<file path="src/rtl/rtc_pkg.sv">
package rtc_pkg;
  localparam int FIELD_W  = 8;
  localparam int N_FIELDS = 7;
  localparam int IDX_W    = $clog2(N_FIELDS + 1);

  localparam int F_SEC   = 0;
  localparam int F_MIN   = 1;
  localparam int F_HOUR  = 2;
  localparam int F_DAY   = 3;
  localparam int F_DATE  = 4;
  localparam int F_MONTH = 5;
  localparam int F_YEAR  = 6;

  function automatic logic [7:0] bcd_inc(input logic [7:0] v);
    if (v[3:0] == 4'd9) return {v[7:4] + 4'd1, 4'd0};
    return {v[7:4], v[3:0] + 4'd1};
  endfunction

  // divisible by 4 in BCD: even tens -> 0/4/8, odd tens -> 2/6
  function automatic logic year_is_leap(input logic [7:0] y);
    if (y[4]) return (y[3:0] == 4'd2) || (y[3:0] == 4'd6);
    return (y[3:0] == 4'd0) || (y[3:0] == 4'd4) || (y[3:0] == 4'd8);
  endfunction

  function automatic logic [7:0] last_day(input logic [4:0] m, input logic leap);
    case (m)
      5'h02:                      return leap ? 8'h29 : 8'h28;
      5'h04, 5'h06, 5'h09, 5'h11: return 8'h30;
      default:                    return 8'h31;
    endcase
  endfunction
endpackage

</file>
<file path="src/rtl/rtc_bcd_ctr.sv">
module rtc_bcd_ctr
  import rtc_pkg::*;
#(
  parameter logic [7:0] MIN_VAL = 8'h00,
  parameter logic [7:0] MAX_VAL = 8'h59,
  parameter logic [7:0] RST_VAL = 8'h00
) (
  input  logic       clk_i,
  input  logic       rst_ni,
  input  logic       inc_i,
  input  logic       ld_i,
  input  logic [7:0] ld_val_i,
  output logic [7:0] q_o,
  output logic       wrap_o
);
  logic [7:0] q_q;

  always_ff @(posedge clk_i or negedge rst_ni) begin
    if (!rst_ni)    q_q <= RST_VAL;
    else if (ld_i)  q_q <= ld_val_i;
    else if (inc_i) q_q <= (q_q == MAX_VAL) ? MIN_VAL : bcd_inc(q_q);
  end

  assign q_o    = q_q;
  assign wrap_o = inc_i && (q_q == MAX_VAL);

  assert_wrap_min_R2: assert property (@(posedge clk_i) disable iff (!rst_ni)
    (inc_i && !ld_i && q_q == MAX_VAL) |=> (q_q == MIN_VAL));
  assert_hold_R10: assert property (@(posedge clk_i) disable iff (!rst_ni)
    (!inc_i && !ld_i) |=> $stable(q_q));
  assert_load_R10: assert property (@(posedge clk_i) disable iff (!rst_ni)
    ld_i |=> (q_q == $past(ld_val_i)));
endmodule

</file>
<file path="src/rtl/rtc_hour_ctr.sv">
module rtc_hour_ctr
  import rtc_pkg::*;
(
  input  logic       clk_i,
  input  logic       rst_ni,
  input  logic       inc_i,
  input  logic       ld_i,
  input  logic [7:0] ld_val_i,
  output logic [7:0] q_o,
  output logic       day_end_o
);
  logic [7:0] q_q, nxt, inc12, inc24;
  logic       mode12;

  assign mode12 = q_q[6];
  assign inc12  = bcd_inc({3'b000, q_q[4:0]});
  assign inc24  = bcd_inc({2'b00, q_q[5:0]});

  always_comb begin
    if (mode12) begin
      if (q_q[4:0] == 5'h12)      nxt = {q_q[7:5], 5'h01};
      else if (q_q[4:0] == 5'h11) nxt = {q_q[7:6], ~q_q[5], 5'h12};
      else                        nxt = {q_q[7:5], inc12[4:0]};
    end else begin
      if (q_q[5:0] == 6'h23)      nxt = {q_q[7:6], 6'h00};
      else                        nxt = {q_q[7:6], inc24[5:0]};
    end
  end

  always_ff @(posedge clk_i or negedge rst_ni) begin
    if (!rst_ni)    q_q <= 8'h00;
    else if (ld_i)  q_q <= ld_val_i;
    else if (inc_i) q_q <= nxt;
  end

  assign q_o       = q_q;
  assign day_end_o = inc_i && (mode12 ? (q_q[5] && q_q[4:0] == 5'h11)
                                      : (q_q[5:0] == 6'h23));

  assert_pm_flip_R4: assert property (@(posedge clk_i) disable iff (!rst_ni)
    (inc_i && !ld_i && q_q[6] && q_q[4:0] == 5'h11) |=> (q_q[5] != $past(q_q[5])));
  assert_noon_to_one_R4: assert property (@(posedge clk_i) disable iff (!rst_ni)
    (inc_i && !ld_i && q_q[6] && q_q[4:0] == 5'h12) |=> (q_q[4:0] == 5'h01 && $stable(q_q[5])));
  assert_wrap24_R3: assert property (@(posedge clk_i) disable iff (!rst_ni)
    (inc_i && !ld_i && !q_q[6] && q_q[5:0] == 6'h23) |=> (q_q[5:0] == 6'h00));
  assert_mode_kept_R10: assert property (@(posedge clk_i) disable iff (!rst_ni)
    !ld_i |=> $stable(q_q[6]));
endmodule

</file>
<file path="src/rtl/rtc_date_ctr.sv">
module rtc_date_ctr
  import rtc_pkg::*;
(
  input  logic       clk_i,
  input  logic       rst_ni,
  input  logic       inc_i,
  input  logic       ld_i,
  input  logic [7:0] ld_val_i,
  input  logic [7:0] last_i,
  output logic [7:0] q_o,
  output logic       month_end_o
);
  logic [7:0] q_q;

  always_ff @(posedge clk_i or negedge rst_ni) begin
    if (!rst_ni)    q_q <= 8'h01;
    else if (ld_i)  q_q <= ld_val_i;
    else if (inc_i) q_q <= (q_q == last_i) ? 8'h01 : bcd_inc(q_q);
  end

  assign q_o         = q_q;
  assign month_end_o = inc_i && (q_q == last_i);

  assert_date_wrap_R6: assert property (@(posedge clk_i) disable iff (!rst_ni)
    (month_end_o && !ld_i) |=> (q_q == 8'h01));
  assert_date_hold_R10: assert property (@(posedge clk_i) disable iff (!rst_ni)
    (!inc_i && !ld_i) |=> $stable(q_q));
endmodule

</file>
<file path="src/rtl/rtc_month_ctr.sv">
module rtc_month_ctr
  import rtc_pkg::*;
(
  input  logic       clk_i,
  input  logic       rst_ni,
  input  logic       inc_i,
  input  logic       ld_i,
  input  logic [7:0] ld_val_i,
  input  logic       cent_flip_i,
  output logic [7:0] q_o,
  output logic       year_end_o
);
  logic [7:0] q_q, m_inc;
  logic [4:0] m_nxt;

  assign m_inc = bcd_inc({3'b000, q_q[4:0]});
  assign m_nxt = (q_q[4:0] == 5'h12) ? 5'h01 : m_inc[4:0];

  always_ff @(posedge clk_i or negedge rst_ni) begin
    if (!rst_ni)    q_q <= 8'h01;
    else if (ld_i)  q_q <= ld_val_i;
    else if (inc_i) q_q <= {q_q[7] ^ cent_flip_i, q_q[6:5], m_nxt};
  end

  assign q_o        = q_q;
  assign year_end_o = inc_i && (q_q[4:0] == 5'h12);

  assert_century_flip_R9: assert property (@(posedge clk_i) disable iff (!rst_ni)
    (inc_i && cent_flip_i && !ld_i) |=> (q_q[7] != $past(q_q[7])));
  assert_century_kept_R8: assert property (@(posedge clk_i) disable iff (!rst_ni)
    (!cent_flip_i && !ld_i) |=> $stable(q_q[7]));
  assert_dec_to_jan_R8: assert property (@(posedge clk_i) disable iff (!rst_ni)
    (year_end_o && !ld_i) |=> (q_q[4:0] == 5'h01));
endmodule

</file>
<file path="src/rtl/rtc_calendar_core.sv">
module rtc_calendar_core
  import rtc_pkg::*;
(
  input  logic                         clk_i,
  input  logic                         rst_ni,
  input  logic                         tick_i,
  input  logic                         wr_en_i,
  input  logic [IDX_W-1:0]             wr_addr_i,
  input  logic [FIELD_W-1:0]           wr_data_i,
  output logic [N_FIELDS*FIELD_W-1:0]  snap_o
);
  logic [N_FIELDS-1:0] ld;
  logic [7:0] sec_q, min_q, hour_q, day_q, date_q, month_q, year_q;
  logic       sec_wrap, min_wrap, day_end, month_end, year_end, year_wrap;
  logic       day_wrap_unused;
  logic [7:0] last_d;

  for (genvar i = 0; i < N_FIELDS; i++) begin : g_ld
    assign ld[i] = wr_en_i && (wr_addr_i == IDX_W'(i));
  end

  assign last_d = last_day(month_q[4:0], year_is_leap(year_q));

  rtc_bcd_ctr #(.MIN_VAL(8'h00), .MAX_VAL(8'h59), .RST_VAL(8'h00)) u_sec (
    .clk_i, .rst_ni, .inc_i(tick_i), .ld_i(ld[F_SEC]), .ld_val_i(wr_data_i),
    .q_o(sec_q), .wrap_o(sec_wrap));

  rtc_bcd_ctr #(.MIN_VAL(8'h00), .MAX_VAL(8'h59), .RST_VAL(8'h00)) u_min (
    .clk_i, .rst_ni, .inc_i(sec_wrap), .ld_i(ld[F_MIN]), .ld_val_i(wr_data_i),
    .q_o(min_q), .wrap_o(min_wrap));

  rtc_hour_ctr u_hour (
    .clk_i, .rst_ni, .inc_i(min_wrap), .ld_i(ld[F_HOUR]), .ld_val_i(wr_data_i),
    .q_o(hour_q), .day_end_o(day_end));

  rtc_bcd_ctr #(.MIN_VAL(8'h01), .MAX_VAL(8'h07), .RST_VAL(8'h01)) u_day (
    .clk_i, .rst_ni, .inc_i(day_end), .ld_i(ld[F_DAY]), .ld_val_i(wr_data_i),
    .q_o(day_q), .wrap_o(day_wrap_unused));

  rtc_date_ctr u_date (
    .clk_i, .rst_ni, .inc_i(day_end), .ld_i(ld[F_DATE]), .ld_val_i(wr_data_i),
    .last_i(last_d), .q_o(date_q), .month_end_o(month_end));

  rtc_month_ctr u_month (
    .clk_i, .rst_ni, .inc_i(month_end), .ld_i(ld[F_MONTH]), .ld_val_i(wr_data_i),
    .cent_flip_i(year_wrap), .q_o(month_q), .year_end_o(year_end));

  rtc_bcd_ctr #(.MIN_VAL(8'h00), .MAX_VAL(8'h99), .RST_VAL(8'h00)) u_year (
    .clk_i, .rst_ni, .inc_i(year_end), .ld_i(ld[F_YEAR]), .ld_val_i(wr_data_i),
    .q_o(year_q), .wrap_o(year_wrap));

  assign snap_o = {year_q, month_q, date_q, day_q, hour_q, min_q, sec_q};

  assert_idle_stable_R10: assert property (@(posedge clk_i) disable iff (!rst_ni)
    (!tick_i && !wr_en_i) |=> $stable(snap_o));
  assert_bad_index_R11: assert property (@(posedge clk_i) disable iff (!rst_ni)
    (!tick_i && wr_en_i && wr_addr_i == IDX_W'(N_FIELDS)) |=> $stable(snap_o));
  assert_day_on_midnight_R5: assert property (@(posedge clk_i) disable iff (!rst_ni)
    (!day_end && !ld[F_DAY]) |=> $stable(day_q));
endmodule

</file>
<file path="config.mk">
export PLATFORM = sky130hd
export DESIGN_NAME = rtc_calendar_core
export DESIGN_NICKNAME = d
export VERILOG_FILES = /design/src/rtl/rtc_pkg.sv /design/src/rtl/rtc_bcd_ctr.sv /design/src/rtl/rtc_hour_ctr.sv /design/src/rtl/rtc_date_ctr.sv /design/src/rtl/rtc_month_ctr.sv /design/src/rtl/rtc_calendar_core.sv
export SDC_FILE = /design/constraint.sdc
export NUM_CORES = 1
export LEC_CHECK = 0
export ABC_CLOCK_PERIOD_IN_PS = 2400
export BUFFER_PORTS_ARGS = -buffer_cell sky130_fd_sc_hd__buf_2
export CAP_MARGIN = 0
export CELL_PAD_IN_SITES_DETAIL_PLACEMENT = 1
export CELL_PAD_IN_SITES_GLOBAL_PLACEMENT = 2
export CORE_MARGIN = 2
export CORE_UTILIZATION = 30
export CTS_CLUSTER_DIAMETER = 200
export CTS_CLUSTER_SIZE = 24
export DETAILED_ROUTE_END_ITERATION = 7
export GPL_TIMING_DRIVEN = 0
export PLACE_DENSITY_LB_ADDON = 0.1
export SETUP_SLACK_MARGIN = 0.15
export SYNTH_ARGS = -nofsm -noshare
export SYNTH_HDL_FRONTEND = slang
export SYNTH_SLANG_ARGS = --single-unit
export TNS_END_PERCENT = 30
</file>
<file path="constraint.sdc">
create_clock -name clk_i -period 2.4 [get_ports clk_i]
set_input_delay 0.48 -clock clk_i [delete_from_list [all_inputs] [get_ports clk_i]]
set_output_delay 0.48 -clock clk_i [all_outputs]
set_load 0.02 [all_outputs]
</file>
Word level (Yosys, flattened, before mapping) --
Index checks and enable logic that the tools add are counted.
Storage, ports and cells: flip-flop bits (word level) 56, output and inout bits 56, logic and storage cells 173
Operators by class: $add $sub $neg 15, equal/unequal tests 34, muxes and demuxes 63, bitwise operators 2, reductions and logical operators 42
Operator list (number):
- $mux 8 | 31
- $add 4x1->4 const B | 12
- $eq 4x4->1 const B | 8
- $mux 5 | 5
- $mux 6 | 4
- $mux 1 | 22
- $eq 5x5->1 const B | 4
- $reduce_bool 3->1 | 6
- $eq 8x7->1 const B | 2
- $logic_and 1x1->1 | 14
- $reduce_bool 2->1 | 7
- $reduce_and 2->1 | 6
- $eq 5x3->1 const B | 2
- $pmux 5 s2 | 1
- $eq 3x3->1 const B | 3
- $eq 4x3->1 const B | 2
- $eq 8x3->1 const B | 1
- $eq 8x6->1 | 1
- $eq 8x8->1 const B | 1
- $eq 3x2->1 const B | 2
- $eq 6x6->1 const B | 1
- $ne 3x2->1 const B | 2
- $eq 5x2->1 const B | 1
- $eq 5x4->1 const B | 1
- other kinds (14) | 17

Logic depth before layout (Yosys ltp) --
Gate-level depths: netlist of run 1.
word-level depth 15, mapped depth 10, mapped depth without buffers 8

Hierarchy --
Synthesis of run 1 repeated with hierarchy kept, for this count alone.
Second synthesis, totals: cells, all modules 459, area total of the unflattened synthesis 4259.1 um^2
Modules (own cells, without submodules):
- rtc_bcd_ctr (u_min ...) | times used 3, cells an instance 64, area an instance 606.8 um^2, sequential area each 200.2 um^2
- rtc_date_ctr | times used 1, cells an instance 72, area an instance 640.6 um^2, sequential area each 201.4 um^2
- rtc_hour_ctr | times used 1, cells an instance 62, area an instance 598.1 um^2, sequential area each 200.2 um^2
- rtc_bcd_ctr (u_day) | times used 1, cells an instance 59, area an instance 545.5 um^2, sequential area each 201.4 um^2
- rtc_month_ctr | times used 1, cells an instance 49, area an instance 495.5 um^2, sequential area each 201.4 um^2
- rtc_calendar_core | times used 1, cells an instance 25, area an instance 158.9 um^2, sequential area each 0.0 um^2

Worst setup path before layout of run 1 --
OpenSTA, ideal clock, no wires.
path kind register to register, start point reg u_sec.q_q[0], in the netlist u_sec.q_o[0], end point reg u_month.q_q[4], in the netlist u_month.q_o[4], library setup time 0.129 ns, arrival 2.392 ns, data required time 2.271 ns, path slack -0.121 ns, stages on the path, launching flop included 10, path buffers 2, clock period less this slack 2.521 ns, cells stage by stage dfrtp_1 ha_1 and4b_1 clkbuf_1 and4_1 buf_2 o21ai_0 a211oi_2 and4bb_2 o221ai_2
On the way: word-level cells in the longest chain between the ends 7
Ends and longest elaborated chain:
- start: declaration | RTL line rtc_bcd_ctr.sv:16 | logic [7:0] q_q;
- start signal: assignment | RTL line rtc_bcd_ctr.sv:20 | else if (ld_i) q_q <= ld_val_i;
- start signal: assignment | RTL line rtc_bcd_ctr.sv:21 | else if (inc_i) q_q <= (q_q == MAX_VAL) ? MIN_VAL : bcd_inc(q_q);
- $eq 8x7->1 | RTL line rtc_bcd_ctr.sv:25 | assign wrap_o = inc_i && (q_q == MAX_VAL);
- $logic_and 1x1->1 (2 in series) | RTL line rtc_bcd_ctr.sv:25
- $logic_and 1x1->1 | RTL line rtc_hour_ctr.sv:37 | assign day_end_o = inc_i && (mode12 ? (q_q[5] && q_q[4:0] == 5'h11)
- $logic_and 1x1->1 | RTL line rtc_date_ctr.sv:22 | assign month_end_o = inc_i && (q_q == last_i);
- $reduce_bool 2->1 (no line)
- $reduce_and 2->1 (no line)
- end signal: assignment | RTL line rtc_month_ctr.sv:21 | else if (ld_i) q_q <= ld_val_i;
- end signal: assignment | RTL line rtc_month_ctr.sv:22 | else if (inc_i) q_q <= {q_q[7] ^ cent_flip_i, q_q[6:5], m_nxt};
- end: declaration | RTL line rtc_month_ctr.sv:13 | logic [7:0] q_q, m_inc;
Every way passes these cells. A chain may end at the register's enable or synchronous reset.

Worst setup path in the final report of run 1 --
start point reg u_month.q_q[3], in the netlist u_month.q_o[3], end point reg u_year.q_q[1], in the netlist u_year.q_o[1]
On the way: word-level cells in the longest chain between the ends 7
Ends and longest elaborated chain:
- $eq 5x3->1, or another cell as far along | RTL line rtc_pkg.sv:26 | case (m)
- $reduce_or 4->1 | RTL line rtc_pkg.sv:26
- $pmux 5 s2 | RTL line rtc_pkg.sv:26
- $eq 8x6->1 | RTL line rtc_date_ctr.sv:22
- $logic_and 1x1->1 | RTL line rtc_date_ctr.sv:22
- $logic_and 1x1->1 (*) | RTL line rtc_month_ctr.sv:26 | assign year_end_o = inc_i && (q_q[4:0] == 5'h12);
- $reduce_bool 2->1 (no line) (*)
- end signal: assignment | RTL line rtc_bcd_ctr.sv:20
- end signal: assignment | RTL line rtc_bcd_ctr.sv:21
- end: declaration | RTL line rtc_bcd_ctr.sv:16
Every way passes the cells marked *; elsewhere a longest branch is shown, timed or not.

==> results of run 1 <==
==> per-stage QoR <==
stage                     area (um^2)  total power [uW]  hold WS, ns  cells  util, %
after floorplan                  3960              2330        0.184    470        -
after global placement           4520              2810        0.493    712     35.6
after detailed placement         4530              2850        0.519    712     35.6
after CTS                        4960              3770        0.297    737     39.0
after global routing             5130              4050        0.310    743     40.3
final                            5130              3790        0.245    743     40.3
==> worst min-delay path by stage <==
stage	start	slack (ns)	endpoint
final	rst_ni	0.24	u_min.q_o[6]
after global routing	rst_ni	0.31	u_min.q_o[6]
after CTS	rst_ni	0.30	u_min.q_o[3]
after detailed placement	u_hour.q_o[7]	0.52	u_hour.q_o[7]
after global placement	u_hour.q_o[7]	0.49	u_hour.q_o[7]
after floorplan	rst_ni	0.18	u_date.q_o[1]
==> repair_timing <==
action | CTS | global route
endpoints found under the hold margin | 0 | 0
gates resized for setup | 46 | 35
endpoints found under the setup margin | 33 | 30
setup buffers | 17 | 6
pin swaps | 27 | 8
cloned | 0 | 0
==> registers in the layout, summed over array words and instances, names as in the netlist <==
register / count
u_date.q_o: 8
u_day.q_o: 8
u_hour.q_o: 8
u_min.q_o: 8
u_month.q_o: 8
u_sec.q_o: 8
u_year.q_o: 8
==> layout by cell type (no fill, tap or decap), drive strengths merged, types with 3 or more instances in the layout <==
cell type,Yosys,final
or3,6,6
and3b,4,4
o211ai,5,5
o31ai,5,5
a22oi,4,4
dfrtp,53,53
and3,6,6
mux2i,4,4
nor4,3,3
a21oi,38,38
buf,6,100
dfstp,3,3
or4,4,4
nor3b,4,4
o21ai,41,41
o22ai,4,4
and4b,3,3
nand2b,6,6
nand3b,6,6
xnor2,7,7
nand4,4,4
a32oi,3,3
a31oi,5,5
and2,3,3
inv,22,22
nand3,22,22
a211oi,3,3
nor4b,5,5
clkbuf,16,23
and4bb,3,3
a2111oi,3,3
a21o,4,4
mux2,4,4
nor2,37,37
ha,18,18
nor3,16,16
nor2b,5,5
nand2,60,60
==> power breakdown <==
| group | internal [uW] | switching (uW) | leakage (uW) | total, uW |
|---|---|---|---|---|
| combinational | 614 | 933 | 0.00139 | 1550 |
| sequential | 1160 | 303 | 0.000656 | 1460 |
| clock | 392 | 387 | 0.0000652 | 779 |
| total | 2160 | 1620 | 0.00211 | 3790 |
==> worst max-delay path, stage by stage (launching register included) <==
cell and delay (ns):
dfrtp_2 0.41, buf_6 0.13, or4b_4 0.53, nor4b_4 0.28, o211ai_4 0.18, a21o_4 0.26, or4_1 0.40, a31oi_1 0.18
==> kinds of logic (layout without fill, tap and decap cells) <==
group | after synthesis | in the layout | synth area share, %
AO/OA/AOI/OAI | 132 | 132 | 22.2
XOR/XNOR | 8 | 8 | 1.78
AND/OR/NAND/NOR | 204 | 204 | 28.0
adder cells (fa/ha/maj) | 18 | 18 | 5.71
multiplexers | 8 | 8 | 2.16
buffers and inverters | 44 | 145 | 4.53
flip-flops | 56 | 56 | 35.6
==> routing by layer <==
| metal | track usage (%) | vias up | wire length, um |
|---|---|---|---|
| li1 | - | 1911 | - |
| met1 | 27.7 | 1992 | 6700 |
| met2 | 34.8 | 63 | 6920 |
| met3 | 2.85 | 12 | 467 |
| met4 | 5.43 | 0 | 201 |
| met5 | 0 | - | 0 |
==> final cells by class <==
class,instances,share of cell area (%)
Multi-Input combinational cell,370,50.7
Sequential cell,56,27.5
Timing Repair Buffer,93,10.5
Tap cell,172,4.20
Buffer,22,2.81
Clock buffer,8,2.66
Inverter,22,1.61
==> flow_summary.yaml, run 1 <==
cts:
  clock-root-buffer: "clkbuf_16"
  clk-insertion-delay-late_ns: 0.31
  htreeDepth: 2
  clk_pin_slew_worst_paths_ns: 0.08
  cts_tree: "built"
  cts_hold_buf: 0
  cts.sinks: 56
  clockBufferDepth: 2
  numCtsBuffers: 5
power:
  powerDensity_nw_per_um2: 739
  p_leak_uw: 0.00211
  peakVddDrop_mv: 0.354
routing:
  drc_errors: 0
  dr.pass1.iters: 4
  ant_nets: 0
  drt-initial-drc-count: 210
  via_per_inst: 5.35
  drt_wl_total_um: 14300
  vias: 3978
  wl_per_cell_um: 19.2
yosys:
  synthTopCellsByArea: "dfrtp_1 (34%), ha_1 (5.7%), nand2_1 (5.7%)"
  synth_nets: 503
  synth_flop_cell: "dfrtp_1"
  avgSynthCellArea_um2: 8.40
  synth-edff-count: 0
  syn_inst: 470
  synth_top_area_share_pct: 33.6
  yosysMostFrequentCell: "nand2_1"
  synth_warnings: 0
  yosysTopAreaCell: "dfrtp_1"
  ys_ff_latch: 56
  synthArstFlopShare_pct: 100
  ys_types: 70
  yosysSeqAreaShare_pct: 35.6
  synthesis.area_um2: 3950
  synth_common_cells: "nand2_1 (60), dfrtp_1 (53), o21ai_0 (40)"
floorplan:
  die_w_um: 119
  io_pins: 71
  dieArea_um2: 14100
  start_util_pct: 31.0
  die_h_um: 119
  core_um2: 12700
  rows: 41
worst_setup_path:
  r2r_slack_ns: -0.05
  cp_data_required_time_ns: 2.64
  critPathMaxFanout: 5
  reg2regPathDepth: 7
  arrival_ns: 2.69
  start_kind: "register"
  worstReg2RegEnd: "u_year.q_o[1]"
  worst_setup_path_end_kind: "register"
  critical_path_class: "reg2reg"
  cp-endpoint: "u_year.q_o[1]"
  r2r_start: "u_month.q_o[3]"
  startpoint: "u_month.q_o[3]"
global_route:
  track_usage_pct: 20.7
  grt-ovfl-total: 0
  grt_pass1_wl_um: 22900
  grt_max_degree: 57
  grt_antenna_before_repair: 0
  grt_pass1_vias: 4063
timing:
  relSlewSlack_pct: 25.3
  fmax_mhz: 409
  finalCritPeriodShare_pct: 102
  final_hold_viol_count: 0
  final_max_slew_viol_count: 0
  fin_skew_ns: 0.00799
  fin_crit_ns: 2.45
  fin_setup_tns_ns: -0.197
  worst_pin_slew_ns: 1.11
  final.setup.worst_slack_ns: -0.0475
  rsz0062_at_grt: "true"
  setup_viol: 8
job:
  drv_cap: 0
place:
  dp_slack_ns: -0.726
  routabilityCongestion: 0.852
  dp.final_hpwl_um: 9870
  port_buffers: 70
run_status:
  violations: "negative setup slack"
  status: "complete, but fails checks"
finish:
  regArea_um2: 1410
  n_antenna_cell: 0
  multi_input_area_um2: 2600
  drive_gt1_share_pct: 29.8
  synthToLayoutAreaGrowth_pct: 29.9
  num-fill-cells: 1607
  layout.nets: 603
worst_hold_path:
  hold_path_class: "in2async"
Power figures use the tool's default switching activity.
==> run 2, diff against run 1 <==
--- a/config.mk
+++ b/config.mk
@@ -8,15 +8,12 @@
 export ABC_CLOCK_PERIOD_IN_PS = 2400
 export BUFFER_PORTS_ARGS = -buffer_cell sky130_fd_sc_hd__buf_2
 export CAP_MARGIN = 0
-export CELL_PAD_IN_SITES_DETAIL_PLACEMENT = 1
-export CELL_PAD_IN_SITES_GLOBAL_PLACEMENT = 2
 export CORE_MARGIN = 2
-export CORE_UTILIZATION = 30
+export CORE_UTILIZATION = 40
 export CTS_CLUSTER_DIAMETER = 200
 export CTS_CLUSTER_SIZE = 24
 export DETAILED_ROUTE_END_ITERATION = 7
 export GPL_TIMING_DRIVEN = 0
-export PLACE_DENSITY_LB_ADDON = 0.1
 export SETUP_SLACK_MARGIN = 0.15
 export SYNTH_ARGS = -nofsm -noshare
 export SYNTH_HDL_FRONTEND = slang
==> run 2 against run 1 <==
  * The flow still finishes with violations (negative setup slack)
  * Register-to-register slack got worse by 0.02 ns
  * Wire length down 18%
  * Worst hold slack got worse by 0.025 ns
  * Via count up 0.75%
  * Global-route usage grew 2.2 points
  * Die area decreased by 24%
  * Cell count down 4.8%
  * Combinational power fell by 3%
  * Sequential share of layout area is 0.60 points higher
  * Final area down 2.0%
  * Utilization increased by 12 points
  * Clock power is 28% lower
  * Critical path type unchanged
==> flow_summary.yaml, run 2 (synthesized netlist as in run 1, its figures left out) <==
floorplan:
  io_pins: 71
  die_w_um: 103
  dieArea_um2: 10700
  rows: 36
  die_h_um: 103
  start_util_pct: 40.7
  core_um2: 9680
timing:
  fin_skew_ns: 0.00635
  setup_viol: 3
  relSlewSlack_pct: 32.9
  rsz0062_at_grt: "true"
  fin_setup_tns_ns: -0.105
  worst_pin_slew_ns: 0.999
  final_hold_viol_count: 0
  fmax_mhz: 405
  final.setup.worst_slack_ns: -0.0699
  final_max_slew_viol_count: 0
  fin_hold_ws_ns: 0.220
  fin_crit_ns: 2.47
  finalCritPeriodShare_pct: 103
place:
  placed_area_um2: 4470
  routabilityCongestion: 0.884
  port_buffers: 70
  dp_slack_ns: -0.484
  dp.final_hpwl_um: 8160
routing:
  drt_wl_total_um: 11700
  vias: 4008
  wl_per_cell_um: 16.6
  m1WireLength_um: 5150
  via_per_inst: 5.67
  dr.pass1.iters: 5
  topRoutingLayerUsed: "met4"
  met3WireLength_um: 754
  drt-initial-drc-count: 242
  wl_met2_um: 5680
  drc_errors: 0
  ant_nets: 0
worst_setup_path:
  critPathSlowestCell: "or4b_4"
  critical_path_class: "reg2reg"
  critPathMaxFanout: 5
  start_kind: "register"
  timing.critical_path.cells: "buf_6 -> or4b_4 -> nor4b_4 -> o211ai_4 -> a21o_4 -> or4_1 -> a31oi_1"
  arrival_ns: 2.71
  cp_data_required_time_ns: 2.64
  cpPeakStageDelay_ns: 0.55
  r2r_start: "u_month.q_o[3]"
  worst_setup_path_end_kind: "register"
  startpoint: "u_month.q_o[3]"
  reg2regPathDepth: 7
  r2r_slack_ns: -0.07
  worstReg2RegEnd: "u_year.q_o[1]"
power:
  p_seq_share_pct: 41.3
  combPwrFrac_pct: 42.7
  peakVddDrop_mv: 0.417
  internal_power_uw: 2000
  powerDensity_nw_per_um2: 703
  p_leak_uw: 0.00211
  switching_power_uw: 1530
  pwr-share-clk_pct: 15.9
  p_sw_share_pct: 43.2
global_route:
  grt_max_degree: 57
  grt_pass1_vias: 3770
  track_usage_pct: 22.9
  grt_antenna_before_repair: 0
  grt_pass1_wl_um: 19100
  grt-ovfl-total: 0
cts:
  clock-root-buffer: "clkbuf_8"
  htreeDepth: 2
  numCtsBuffers: 5
  cts_hold_buf: 0
  cts.sinks: 56
  cts_tree: "built"
  clk-insertion-delay-late_ns: 0.31
  clk_pin_slew_worst_paths_ns: 0.11
  clockBufferDepth: 2
finish:
  n_antenna_cell: 0
  synthToLayoutAreaGrowth_pct: 27.3
  drive_gt1_share_pct: 30.3
  stdcell_area_um2: 5020
  final_common_cell: "buf_2"
  layout.nets: 606
  layout_common_cells: "buf_2 (70), nand2_1 (60), dfrtp_1 (47), o21ai_0 (34)"
job:
  drv_cap: 0
run_status:
  status: "complete, but fails checks"
  violations: "negative setup slack"
worst_hold_path:
  hold_path_class: "in2async"
run 2: through the flow:
stage | power [uW] | instances | utilization, %
6_report | 3530 | 707 | 51.9
5_1_grt | 3790 | 707 | 51.9
4_1_cts | 3470 | 696 | 49.6
3_5_place_dp | 2800 | 673 | 46.2
3_3_place_gp | 2770 | 673 | 46.2
2_1_floorplan | 2330 | 470 | -
run 2: layout make-up:
| cell class | instances | area [um^2] |
|---|---|---|
| Multi-Input combinational cell | 370 | 2560 |
| Clock buffer | 6 | 82.6 |
| Clock inverter | 2 | 10.0 |
| Tap cell | 133 | 166 |
| Sequential cell | 56 | 1410 |
| Inverter | 22 | 82.6 |
| Timing Repair Buffer | 97 | 592 |
| Buffer | 21 | 119 |
| Fill cell | 918 | 4660 |
run 2: how the worst max path moves through the flow:
stage,endpoint,slack (ns),cells past startpoint
floorplan,u_year.q_o[1],-0.1,7
global placement,u_month.q_o[4],-0.47,10
detailed placement,u_year.q_o[6],-0.48,8
CTS,u_year.q_o[1],-0.10,7
global route,u_year.q_o[1],-0.15,10
finish,u_year.q_o[1],-0.07,7
run 2: what timing repair did:
item | in CTS | in global routing
endpoints found under the setup margin | 29 | 28
pin swaps | 24 | 11
buffers inserted | 16 | 11
gates resized for setup | 33 | 31
gates cloned | 0 | 0
run 2: worst max-delay path, delay by kind of cell (launching register included):
family,cells,cell delay [ns]
compound gates,3,0.62
buf+inv,1,0.12
flops,1,0.42
simple gates,3,1.22
run 2: power by group through the flow:
| stage | logic (uW) | registers (uW) | clock network (uW) |
|---|---|---|---|
| floorplan | 685 | 1650 | 0 |
| global placement | 1330 | 1440 | 0 |
| global route | 1660 | 1500 | 619 |
| CTS | 1450 | 1440 | 577 |
| detailed placement | 1360 | 1440 | 0 |
| finish | 1510 | 1460 | 562 |
run 2: per-layer routing:
layer,up-vias,GRT usage [%]
li1,1933,-
met1,1944,30.8
met2,117,39.2
met3,14,3.56
met4,0,4.96
met5,-,0
